===== src/rtl/rvt_pkg.sv =====
package rvt_pkg;
  typedef enum logic [1:0] {
    SLOT_HOLD   = 2'd0,
    SLOT_RENAME = 2'd1,
    SLOT_COMMIT = 2'd2,
    SLOT_WRITE  = 2'd3
  } slot_op_e;

  localparam int unsigned NUM_SRC = 2;
endpackage


===== src/rtl/rvt_slot.sv =====
module rvt_slot
  import rvt_pkg::*;
#(
  parameter int unsigned IDX_W   = 3,
  parameter int unsigned TAG_W   = 4,
  parameter int unsigned DATA_W  = 16,
  parameter int unsigned SLOT_ID = 0
) (
  input  logic              clk,
  input  logic              rst_n,
  input  logic              disp_valid,
  input  logic [IDX_W-1:0]  disp_dst,
  input  logic [TAG_W-1:0]  disp_tag,
  input  logic              ret_valid,
  input  logic [IDX_W-1:0]  ret_dst,
  input  logic [TAG_W-1:0]  ret_tag,
  input  logic [DATA_W-1:0] ret_value,
  output logic              vld_o,
  output logic [TAG_W-1:0]  tag_o,
  output logic [DATA_W-1:0] val_o
);
  localparam logic [IDX_W-1:0] MY_IDX = IDX_W'(SLOT_ID);

  logic              vld_q;
  logic [TAG_W-1:0]  tag_q;
  logic [DATA_W-1:0] val_q;
  logic              hit_disp;
  logic              hit_ret;
  slot_op_e          op;

  assign hit_disp = disp_valid && (disp_dst == MY_IDX);
  assign hit_ret  = ret_valid && (ret_dst == MY_IDX);

  // Rename takes priority over any retire landing on the same slot.
  always_comb begin
    if (hit_disp)                op = SLOT_RENAME;
    else if (!hit_ret)           op = SLOT_HOLD;
    else if (ret_tag == tag_q)   op = SLOT_COMMIT;
    else                         op = SLOT_WRITE;
  end

  always_ff @(posedge clk or negedge rst_n) begin
    if (!rst_n) begin
      vld_q <= 1'b1;
      tag_q <= '0;
      val_q <= '0;
    end else begin
      case (op)
        SLOT_RENAME: begin
          vld_q <= 1'b0;
          tag_q <= disp_tag;
          if (hit_ret) val_q <= ret_value;
        end
        SLOT_COMMIT: begin
          vld_q <= 1'b1;
          val_q <= ret_value;
        end
        SLOT_WRITE: val_q <= ret_value;
        default: ;
      endcase
    end
  end

  assign vld_o = vld_q;
  assign tag_o = tag_q;
  assign val_o = val_q;

  // a rename leaves the slot pending on the new tag, whatever retires.
  a_r5_rename_pending: assert property (@(posedge clk) disable iff (!rst_n)
    hit_disp |=> (!vld_q && tag_q == $past(disp_tag)));

  // a retire carrying the held tag commits the value.
  a_r7_commit_match: assert property (@(posedge clk) disable iff (!rst_n)
    (hit_ret && !hit_disp && ret_tag == tag_q) |=> (vld_q && val_q == $past(ret_value)));

  // a stale retire keeps a younger producer's claim.
  a_r8_stale_retire: assert property (@(posedge clk) disable iff (!rst_n)
    (hit_ret && !hit_disp && ret_tag != tag_q && !vld_q) |=> (!vld_q && $stable(tag_q)));

  // an untouched slot keeps all of its state.
  a_r10_idle_hold: assert property (@(posedge clk) disable iff (!rst_n)
    (!hit_ret && !hit_disp) |=> ($stable(vld_q) && $stable(tag_q) && $stable(val_q)));
endmodule


===== src/rtl/rvt_read_port.sv =====
module rvt_read_port #(
  parameter int unsigned NUM_REGS = 8,
  parameter int unsigned IDX_W    = 3,
  parameter int unsigned TAG_W    = 4,
  parameter int unsigned DATA_W   = 16
) (
  input  logic [IDX_W-1:0]                 sel,
  input  logic [NUM_REGS-1:0]              vld_vec,
  input  logic [NUM_REGS-1:0][TAG_W-1:0]   tag_vec,
  input  logic [NUM_REGS-1:0][DATA_W-1:0]  val_vec,
  output logic                             rdy,
  output logic [DATA_W-1:0]                data,
  output logic [TAG_W-1:0]                 tag
);
  logic              sel_vld;
  logic [TAG_W-1:0]  sel_tag;
  logic [DATA_W-1:0] sel_val;

  always_comb begin
    sel_vld = 1'b0;
    sel_tag = '0;
    sel_val = '0;
    for (int i = 0; i < NUM_REGS; i++) begin
      if (sel == IDX_W'(i)) begin
        sel_vld = vld_vec[i];
        sel_tag = tag_vec[i];
        sel_val = val_vec[i];
      end
    end
  end

  // The ready flag chooses which field is live; the other reads as zero.
  assign rdy  = sel_vld;
  assign data = sel_vld ? sel_val : '0;
  assign tag  = sel_vld ? '0 : sel_tag;

  // exactly one of the two fields can be live.
  always_comb begin
    a_r3_exclusive_fields: assert (!(rdy && tag != '0) && !(!rdy && data != '0));
  end
endmodule


===== src/rtl/rename_value_table.sv =====
module rename_value_table
  import rvt_pkg::*;
#(
  parameter int unsigned NUM_REGS = 8,
  parameter int unsigned TAG_W    = 4,
  parameter int unsigned DATA_W   = 16,
  parameter int unsigned IDX_W    = (NUM_REGS > 1) ? $clog2(NUM_REGS) : 1
) (
  input  logic              clk,
  input  logic              rst_n,
  input  logic              disp_valid,
  input  logic [IDX_W-1:0]  disp_src_a,
  input  logic [IDX_W-1:0]  disp_src_b,
  input  logic [IDX_W-1:0]  disp_dst,
  input  logic [TAG_W-1:0]  disp_tag,
  output logic              src_a_rdy,
  output logic [DATA_W-1:0] src_a_data,
  output logic [TAG_W-1:0]  src_a_tag,
  output logic              src_b_rdy,
  output logic [DATA_W-1:0] src_b_data,
  output logic [TAG_W-1:0]  src_b_tag,
  input  logic              ret_valid,
  input  logic [IDX_W-1:0]  ret_dst,
  input  logic [TAG_W-1:0]  ret_tag,
  input  logic [DATA_W-1:0] ret_value
);
  logic [NUM_REGS-1:0]             vld_vec;
  logic [NUM_REGS-1:0][TAG_W-1:0]  tag_vec;
  logic [NUM_REGS-1:0][DATA_W-1:0] val_vec;

  logic [NUM_SRC-1:0][IDX_W-1:0]   src_sel;
  logic [NUM_SRC-1:0]              src_rdy;
  logic [NUM_SRC-1:0][DATA_W-1:0]  src_data;
  logic [NUM_SRC-1:0][TAG_W-1:0]   src_tag;

  for (genvar g = 0; g < NUM_REGS; g++) begin : g_slot
    rvt_slot #(
      .IDX_W(IDX_W), .TAG_W(TAG_W), .DATA_W(DATA_W), .SLOT_ID(g)
    ) u_slot (
      .clk(clk), .rst_n(rst_n),
      .disp_valid(disp_valid), .disp_dst(disp_dst), .disp_tag(disp_tag),
      .ret_valid(ret_valid), .ret_dst(ret_dst), .ret_tag(ret_tag),
      .ret_value(ret_value),
      .vld_o(vld_vec[g]), .tag_o(tag_vec[g]), .val_o(val_vec[g])
    );
  end

  assign src_sel[0] = disp_src_a;
  assign src_sel[1] = disp_src_b;

  for (genvar s = 0; s < NUM_SRC; s++) begin : g_port
    rvt_read_port #(
      .NUM_REGS(NUM_REGS), .IDX_W(IDX_W), .TAG_W(TAG_W), .DATA_W(DATA_W)
    ) u_port (
      .sel(src_sel[s]), .vld_vec(vld_vec), .tag_vec(tag_vec), .val_vec(val_vec),
      .rdy(src_rdy[s]), .data(src_data[s]), .tag(src_tag[s])
    );
  end

  assign src_a_rdy  = src_rdy[0];
  assign src_a_data = src_data[0];
  assign src_a_tag  = src_tag[0];
  assign src_b_rdy  = src_rdy[1];
  assign src_b_data = src_data[1];
  assign src_b_tag  = src_tag[1];

  // two lookups of one register agree.
  a_r4_same_reg_agree: assert property (@(posedge clk) disable iff (!rst_n)
    (disp_src_a == disp_src_b) |-> (src_a_rdy == src_b_rdy && src_a_tag == src_b_tag
                                    && src_a_data == src_b_data));
endmodule


===== config.mk =====
export PLATFORM = sky130hd
export DESIGN_NAME = rename_value_table
export DESIGN_NICKNAME = d
export VERILOG_FILES = /design/src/rtl/rvt_pkg.sv /design/src/rtl/rvt_slot.sv /design/src/rtl/rvt_read_port.sv /design/src/rtl/rename_value_table.sv
export SDC_FILE = /design/constraint.sdc
export NUM_CORES = 1
export LEC_CHECK = 0
export CAP_MARGIN = 25
export CORE_UTILIZATION = 53
export CTS_CLUSTER_DIAMETER = 50
export DETAILED_ROUTE_END_ITERATION = 16
export PLACE_DENSITY = 0.76
export SYNTH_ARGS = -nofsm -noshare
export SYNTH_HDL_FRONTEND = slang
export SYNTH_HIERARCHICAL = 1
export SYNTH_SLANG_ARGS = --single-unit

===== constraint.sdc =====
create_clock -name clk -period 2 [get_ports clk]
set_input_delay 0.4 -clock clk [delete_from_list [all_inputs] [get_ports clk]]
set_output_delay 0.4 -clock clk [all_outputs]
set_load 0.05 [all_outputs]

---- Word level (Yosys, flattened, before mapping) ----
Cells that the tools add are included.
W data, S select, Z words.
word-level totals
  memory bits (read-only) ................. 0
  input bits .............................. 40
  word-level logic and storage cells ...... 244
  bits in latches ......................... 0
  bits in registers ....................... 168
  RAM bits ................................ 0
  memories ................................ 0
  output and inout bits ................... 42
operators by class
  magnitude comparators ................... 0
  shifts and indexed selects .............. 0
  equal/unequal tests ..................... 68
  div/mod/pow operators ................... 0
  multiply operators ...................... 0
  bitwise operators ....................... 0
  add/subtract/negate cells ............... 0
  multiplexer cells ....................... 100
  reduce and logical (&&, ||, !) cells .... 52
operators with widths
  operator              number
  $mux W16              26
  $pmux W16 S2          8
  $mux W4               18
  $eq A3 B3 Y1 const B  16
  $eq A2 B2 Y1 const B  16
  $eq A4 B4 Y1          8
  $mux W2               16
  $reduce_bool A2 Y1    16
  $eq A3 B2 Y1 const B  8
  $mux W1               24
  $eq A2 B1 Y1 const B  8
  $logic_and A1 B1 Y1   16
  $ne A2 B1 Y1 const B  8
  $pmux W1 S2           8
  $reduce_and A2 Y1     8
  $reduce_or A2 Y1      8
  $eq A3 B1 Y1 const B  4
  $logic_not A3 Y1      4

---- Logic depth before layout (Yosys ltp) ----
  depth after elaboration ................. 10
  gate-level depth with buffers ........... 7
  depth with buffers taken out ............ 5

---- Hierarchy ----
Netlist, hierarchy kept.
by module, submodules not included
  module                           cells each  area each (µm²)  instances  seq. area each (µm²)
  rvt_read_port                    240         1881.8           2          0.0
  rvt_slot (g_slot[3].u_slot ...)  53          904.6            3          526.8
  rvt_slot (g_slot[1].u_slot ...)  55          915.9            2          526.8
  rvt_slot (g_slot[7].u_slot)      53          899.6            1          526.8
  rvt_slot (g_slot[0].u_slot)      53          887.1            1          526.8
  rvt_slot (g_slot[4].u_slot)      55          877.1            1          526.8

---- Worst setup path before layout ----
No wires, ideal clock.
  kind .................................... input to output
  from .................................... input port disp_src_a[1]
  to ...................................... output port src_a_data[10]
  required time ........................... 1600 ps
  path slack .............................. -756 ps
  stages .................................. 7
  path buffers ............................ 4
  data arrival time ....................... 2356 ps
  path through ............................ buf_2 -> buf_4 -> buf_2 -> clkbuf_1 -> a2bb2oi_1 -> nor2_1 -> nor3_1
on the way
  word-level cells in the longest chain between the ends .. 10
  elaborated cells between the ends (all ways) .. 25
  those cells by class .................... 7 x eq/ne; 17 x mux; 1 x reduce/logical
ends and longest elaborated chain
  what                                                     RTL line                  RTL
  from (decl)                                              rename_value_table.sv:12  input logic [IDX_W-1:0] disp_src_a,
  $logic_not A3 Y1                                         rvt_read_port.sv:24       if (sel == IDX_W'(i)) begin
  $mux W16 / $mux W1 (equally long branches) (8 in a row)  rvt_read_port.sv:24
  $mux W16 *                                               rvt_read_port.sv:34       assign data = sel_vld ? sel_val : '0;
  to (decl)                                                rename_value_table.sv:17  output logic [DATA_W-1:0] src_a_data,
Every way passes the cells marked *; elsewhere a longest branch is shown, timed or not.

---- Worst setup path after layout ----
  from .................................... register g_slot[2].u_slot.vld_q
  to ...................................... output port src_a_tag[3]
on the way
  word-level cells in the longest chain between the ends .. 7
ends and longest elaborated chain
  what                    RTL line                  RTL
  from (decl)             rvt_slot.sv:24            logic vld_q;
  from (signal assigned)  rvt_slot.sv:44            vld_q <= 1'b1;
  from (signal assigned)  rvt_slot.sv:50            vld_q <= 1'b0;
  from (signal assigned)  rvt_slot.sv:55            vld_q <= 1'b1;
  $mux W1 (6 in a row)    rvt_read_port.sv:24
  $mux W4                 rvt_read_port.sv:35       assign tag = sel_vld ? '0 : sel_tag;
  to (decl)               rename_value_table.sv:18  output logic [TAG_W-1:0] src_a_tag,
No other way between the ends.

==> out/qor.log <==
qor: status.outcome finished with violations
qor: status.violations_in_the_final_reports negative setup slack
qor: synth.synth_cell_type_count 48
qor: synth.async_reset_ff_share 100%
qor: setup_path.critPathMaxFanout 4
qor: sta.tmin_final 2.59 ns
qor: synth.netlist_area 11,000 um2
qor: sta.count_of_final_hold_check_violations 0
qor: clocking.clkSlewWorstSetupHoldPaths 0.07 ns
qor: setup_path.setup.worst_path.start g_slot[2].u_slot/vld_o
qor: placed_design.placed_area 13,600 um2
qor: sta.timing.fmax 387 MHz
qor: hold_path.hold_path.class in -> async
qor: clocking.cts.sinks 168
qor: setup_path.crit_buf_inv 1
qor: sta.timing.clock.skew 0.00630 ns
qor: power.power-per-cell-area 872 nW/um2
qor: placed_design.placement.io_buffers 81
qor: finish.final_nets 1,114
qor: sta.tightestPinTransition 0.487 ns
qor: finish.final_cell_area 14,300 um2
qor: global_routing.antenna_violations_before_repair 0
qor: die.die_w 146 um
qor: synth.synthesized_flop_and_latch_total 168
qor: setup_path.timing.critical_path.slowest_cell_delay 0.50 ns
qor: setup_path.crit_path_top_delay_cell sky130_fd_sc_hd__mux4_2
qor: clocking.clock_tree.buffer_depth 2
qor: die.initial_utilization 54.2%
qor: drt.drt-initial-drc-count 765
qor: die.floorplan.rows 52
qor: finish.drive_gt1_share 43.9%
qor: sta.postLayoutSetupSlackWorst -0.587 ns
qor: synth.synthesis.yosys.warnings 6
qor: setup_path.critPathLaunchType flip-flop
qor: die.floorplan.core_area 20,200 um2
qor: clocking.tritoncts.num_buffers 17
qor: placed_design.place_congestion 0.923
qor: die.chipHeight 146 um
qor: setup_path.worst_path_cell_chain mux2_4 > mux4_2 > a21boi_4 > a22oi_2 > buf_12
qor: clocking.clock_root_cell sky130_fd_sc_hd__clkbuf_16
qor: power.worst_ir_drop_vdd 0.606 mV
qor: setup_path.criticalPathCategory reg -> out
qor: global_routing.grt_overflow_total 0
qor: drt.drt-pass1-iter-count 5
qor: finish.num-fill-cells 1,337
qor: setup_path.crit_family multiplexers
qor: sta.relSlewSlack 67.5%
qor: clocking.tritoncts yes
qor: synth.post_synth_inst_count 910
qor: clocking.clock_latency 0.44 ns
qor: setup_path.cp_data_required_time 1.60 ns
qor: sta.slew_violations 0
qor: global_routing.first_global_vias 8,725
qor: drt.detail_route.wl_per_cell 23.1 um
qor: drt.route.detailed.vias_per_inst 6.36
qor: synth.synth_enable_flop_cells 0
qor: synth.postSynth.topFlopCell sky130_fd_sc_hd__dfrtp_1
qor: clocking.cts_htree_levels 4
qor: setup_path.rr_startpoint g_slot[6].u_slot/tag_o[2]
qor: power.power_leakage 6.32 nW
qor: sta.setup_viol 42
qor: placed_design.dp_hpwl 21,100 um
qor: synth.synthesis.nets 958
qor: global_routing.grt_use_total 30.2%
qor: global_routing.grt_pass1_wl 49,300 um
qor: finish.n_antenna_cell 0
qor: sta.timing.final.crit_share 129%
qor: sta.setup_total_negative_slack -22.73 ns
qor: finish.area_growth_from_synthesis_to_final_layout 30.5%
qor: synth.ys_seq_area_share 38.4%
qor: synth.syn_avg_cell_area 12.1 um2
qor: run.max_cap_viol_count 0
qor: global_routing.pin_count_of_the_biggest_net_entering_global_routing 47
qor: setup_path.timing.critical_path.to_type output port
qor: die.num_io_pins 82
qor: sta.rsz0062_at_grt true
qor: drt.drt_drc_violations_left 0
qor: drt.via_count 8,583
qor: drt.drt.antenna.violating_nets 0
qor: setup_path.cp.arrival 2.19 ns
qor: die.die_area 21,300 um2
qor: drt.postRouteWirelength 31,100 um
Yosys cell counts (3+ instances only):
cell type,number,area [um2]
sky130_fd_sc_hd__o21ai_0,16,80.1
sky130_fd_sc_hd__nor2b_1,9,56.3
sky130_fd_sc_hd__mux2i_1,114,1140
sky130_fd_sc_hd__nand4b_1,3,26.3
sky130_fd_sc_hd__buf_4,10,75.1
sky130_fd_sc_hd__nand2b_1,4,25.0
sky130_fd_sc_hd__nand3_1,12,60.1
sky130_fd_sc_hd__mux4_2,30,676
sky130_fd_sc_hd__mux2_2,126,1420
sky130_fd_sc_hd__o21a_1,4,30.0
sky130_fd_sc_hd__nor4_1,5,31.3
sky130_fd_sc_hd__nor2_1,30,113
sky130_fd_sc_hd__a22oi_1,10,75.1
sky130_fd_sc_hd__nand4b_4,3,71.3
sky130_fd_sc_hd__a21oi_1,10,50.1
sky130_fd_sc_hd__mux2_4,48,721
sky130_fd_sc_hd__xnor2_1,16,140
sky130_fd_sc_hd__clkbuf_1,15,56.3
sky130_fd_sc_hd__nand4_1,5,31.3
sky130_fd_sc_hd__dfrtp_1,160,4000
sky130_fd_sc_hd__inv_1,34,128
sky130_fd_sc_hd__nand2_1,53,199
sky130_fd_sc_hd__buf_2,24,120
sky130_fd_sc_hd__o32a_1,8,80.1
sky130_fd_sc_hd__a2bb2oi_1,28,245
sky130_fd_sc_hd__or2_2,6,37.5
sky130_fd_sc_hd__nor3_1,28,140
sky130_fd_sc_hd__xor2_1,16,140
sky130_fd_sc_hd__buf_6,9,101
sky130_fd_sc_hd__ha_1,8,100
sky130_fd_sc_hd__o221ai_1,30,263
sky130_fd_sc_hd__dfstp_2,8,210
through the flow:
stage | total power, W | setup slack [ns] | utilization (%) | cells | hold slack (ns)
final | 0.0125 | -0.587 | 70.8 | 1349 | 0.461
after global routing | 0.0130 | -0.604 | 70.8 | 1349 | 0.516
after CTS | 0.0125 | -0.583 | 70.7 | 1349 | 0.478
after detailed placement | 0.00904 | -0.356 | 67.4 | 1315 | 0.376
after global placement | 0.00890 | -0.341 | 67.4 | 1315 | 0.374
after floorplan | 0.00755 | -0.243 | - | 910 | 0.104
final timing paths:
kind	endpoint	slack (ns)	depth (start not counted)
max reg2reg	g_slot[6].u_slot/vld_o	0.23	6
min	g_slot[7].u_slot/val_o[7]	0.46	2
max	src_a_tag[3]	-0.59	5
min reg2reg	g_slot[7].u_slot/val_o[4]	0.53	1
max in group asynchronous	g_slot[4].u_slot/val_o[2]	0.88	3
min in group clk	g_slot[7].u_slot/val_o[4]	0.53	1
cells by family after synthesis:
kind of cell | count (synthesis) | share of synthesized area [%]
XOR/XNOR | 32 | 2.55
adder cells (fa/ha/maj) | 8 | 0.912
AND/OR/NAND/NOR | 175 | 9.03
buffers and inverters | 97 | 4.95
AO/OA/AOI/OAI | 112 | 8.10
flip-flops | 168 | 38.4
multiplexers | 318 | 36.1
placed cells by master (no fill, tap or decap), types with 3 or more instances in the layout:
cell	count
sky130_fd_sc_hd__dfrtp_1	160
sky130_fd_sc_hd__mux2_2	122
sky130_fd_sc_hd__mux2i_1	114
sky130_fd_sc_hd__buf_4	96
sky130_fd_sc_hd__buf_12	63
sky130_fd_sc_hd__nand2_1	53
sky130_fd_sc_hd__mux2_4	52
sky130_fd_sc_hd__inv_1	32
sky130_fd_sc_hd__clkdlybuf4s50_1	32
sky130_fd_sc_hd__mux4_2	30
sky130_fd_sc_hd__nor2_1	30
sky130_fd_sc_hd__o221ai_1	30
sky130_fd_sc_hd__nor3_4	29
sky130_fd_sc_hd__a2bb2oi_1	28
sky130_fd_sc_hd__clkbuf_16	17
sky130_fd_sc_hd__o21ai_0	16
sky130_fd_sc_hd__xnor2_1	16
sky130_fd_sc_hd__xor2_1	16
sky130_fd_sc_hd__nand3_1	12
sky130_fd_sc_hd__nor2b_1	9
sky130_fd_sc_hd__o32a_1	8
sky130_fd_sc_hd__a22oi_2	8
sky130_fd_sc_hd__ha_1	8
sky130_fd_sc_hd__dfstp_2	8
sky130_fd_sc_hd__inv_6	6
sky130_fd_sc_hd__nand4_1	5
sky130_fd_sc_hd__nor4_1	5
sky130_fd_sc_hd__clkinvlp_4	4
sky130_fd_sc_hd__or2_4	4
sky130_fd_sc_hd__a21oi_2	4
sky130_fd_sc_hd__nand2b_1	4
sky130_fd_sc_hd__a21oi_1	4
sky130_fd_sc_hd__o21a_1	4
sky130_fd_sc_hd__buf_2	4
sky130_fd_sc_hd__nand4b_4	3
sky130_fd_sc_hd__nand4b_1	3
sequential cells by signal, indices dropped and copies added (netlist names):
register and count:
g_slot.u_slot/tag_o 32, g_slot.u_slot/vld_o 8, g_slot.u_slot/val_o 128
power by group:
part,internal (W),switching (W)
sequential,0.00413,0.000767
combinational,0.00230,0.00190
clock,0.00190,0.00148
timing repair:
item / in CTS / in global routing
resized for setup: 8 / 5
hold buffers: 1 / 0
buffers inserted: 0 / 0
gates cloned: 1 / 0
endpoints found under the hold margin: 40 / 0
pin swaps: 17 / 7
endpoints found under the setup margin: 42 / 42
per-layer routing:
layer	GRT usage [%]	routed length, um	up-vias
li1	-	-	3713
met1	41.4	13200	4368
met2	48.0	14700	404
met3	5.08	2130	98
met4	11.6	1090	0
met5	0	0	-
layout make-up:
class / count / area [um2] / share of cell area (%)
Clock inverter: 14 / 160 / 1.12
Clock buffer: 18 / 439 / 3.07
Inverter: 34 / 130 / 0.909
Timing Repair Buffer: 200 / 2400 / 16.7
Multi-Input combinational cell: 645 / 6640 / 46.4
Sequential cell: 168 / 4210 / 29.4
Tap cell: 270 / 338 / 2.36
Power figures use the tool's default switching activity.
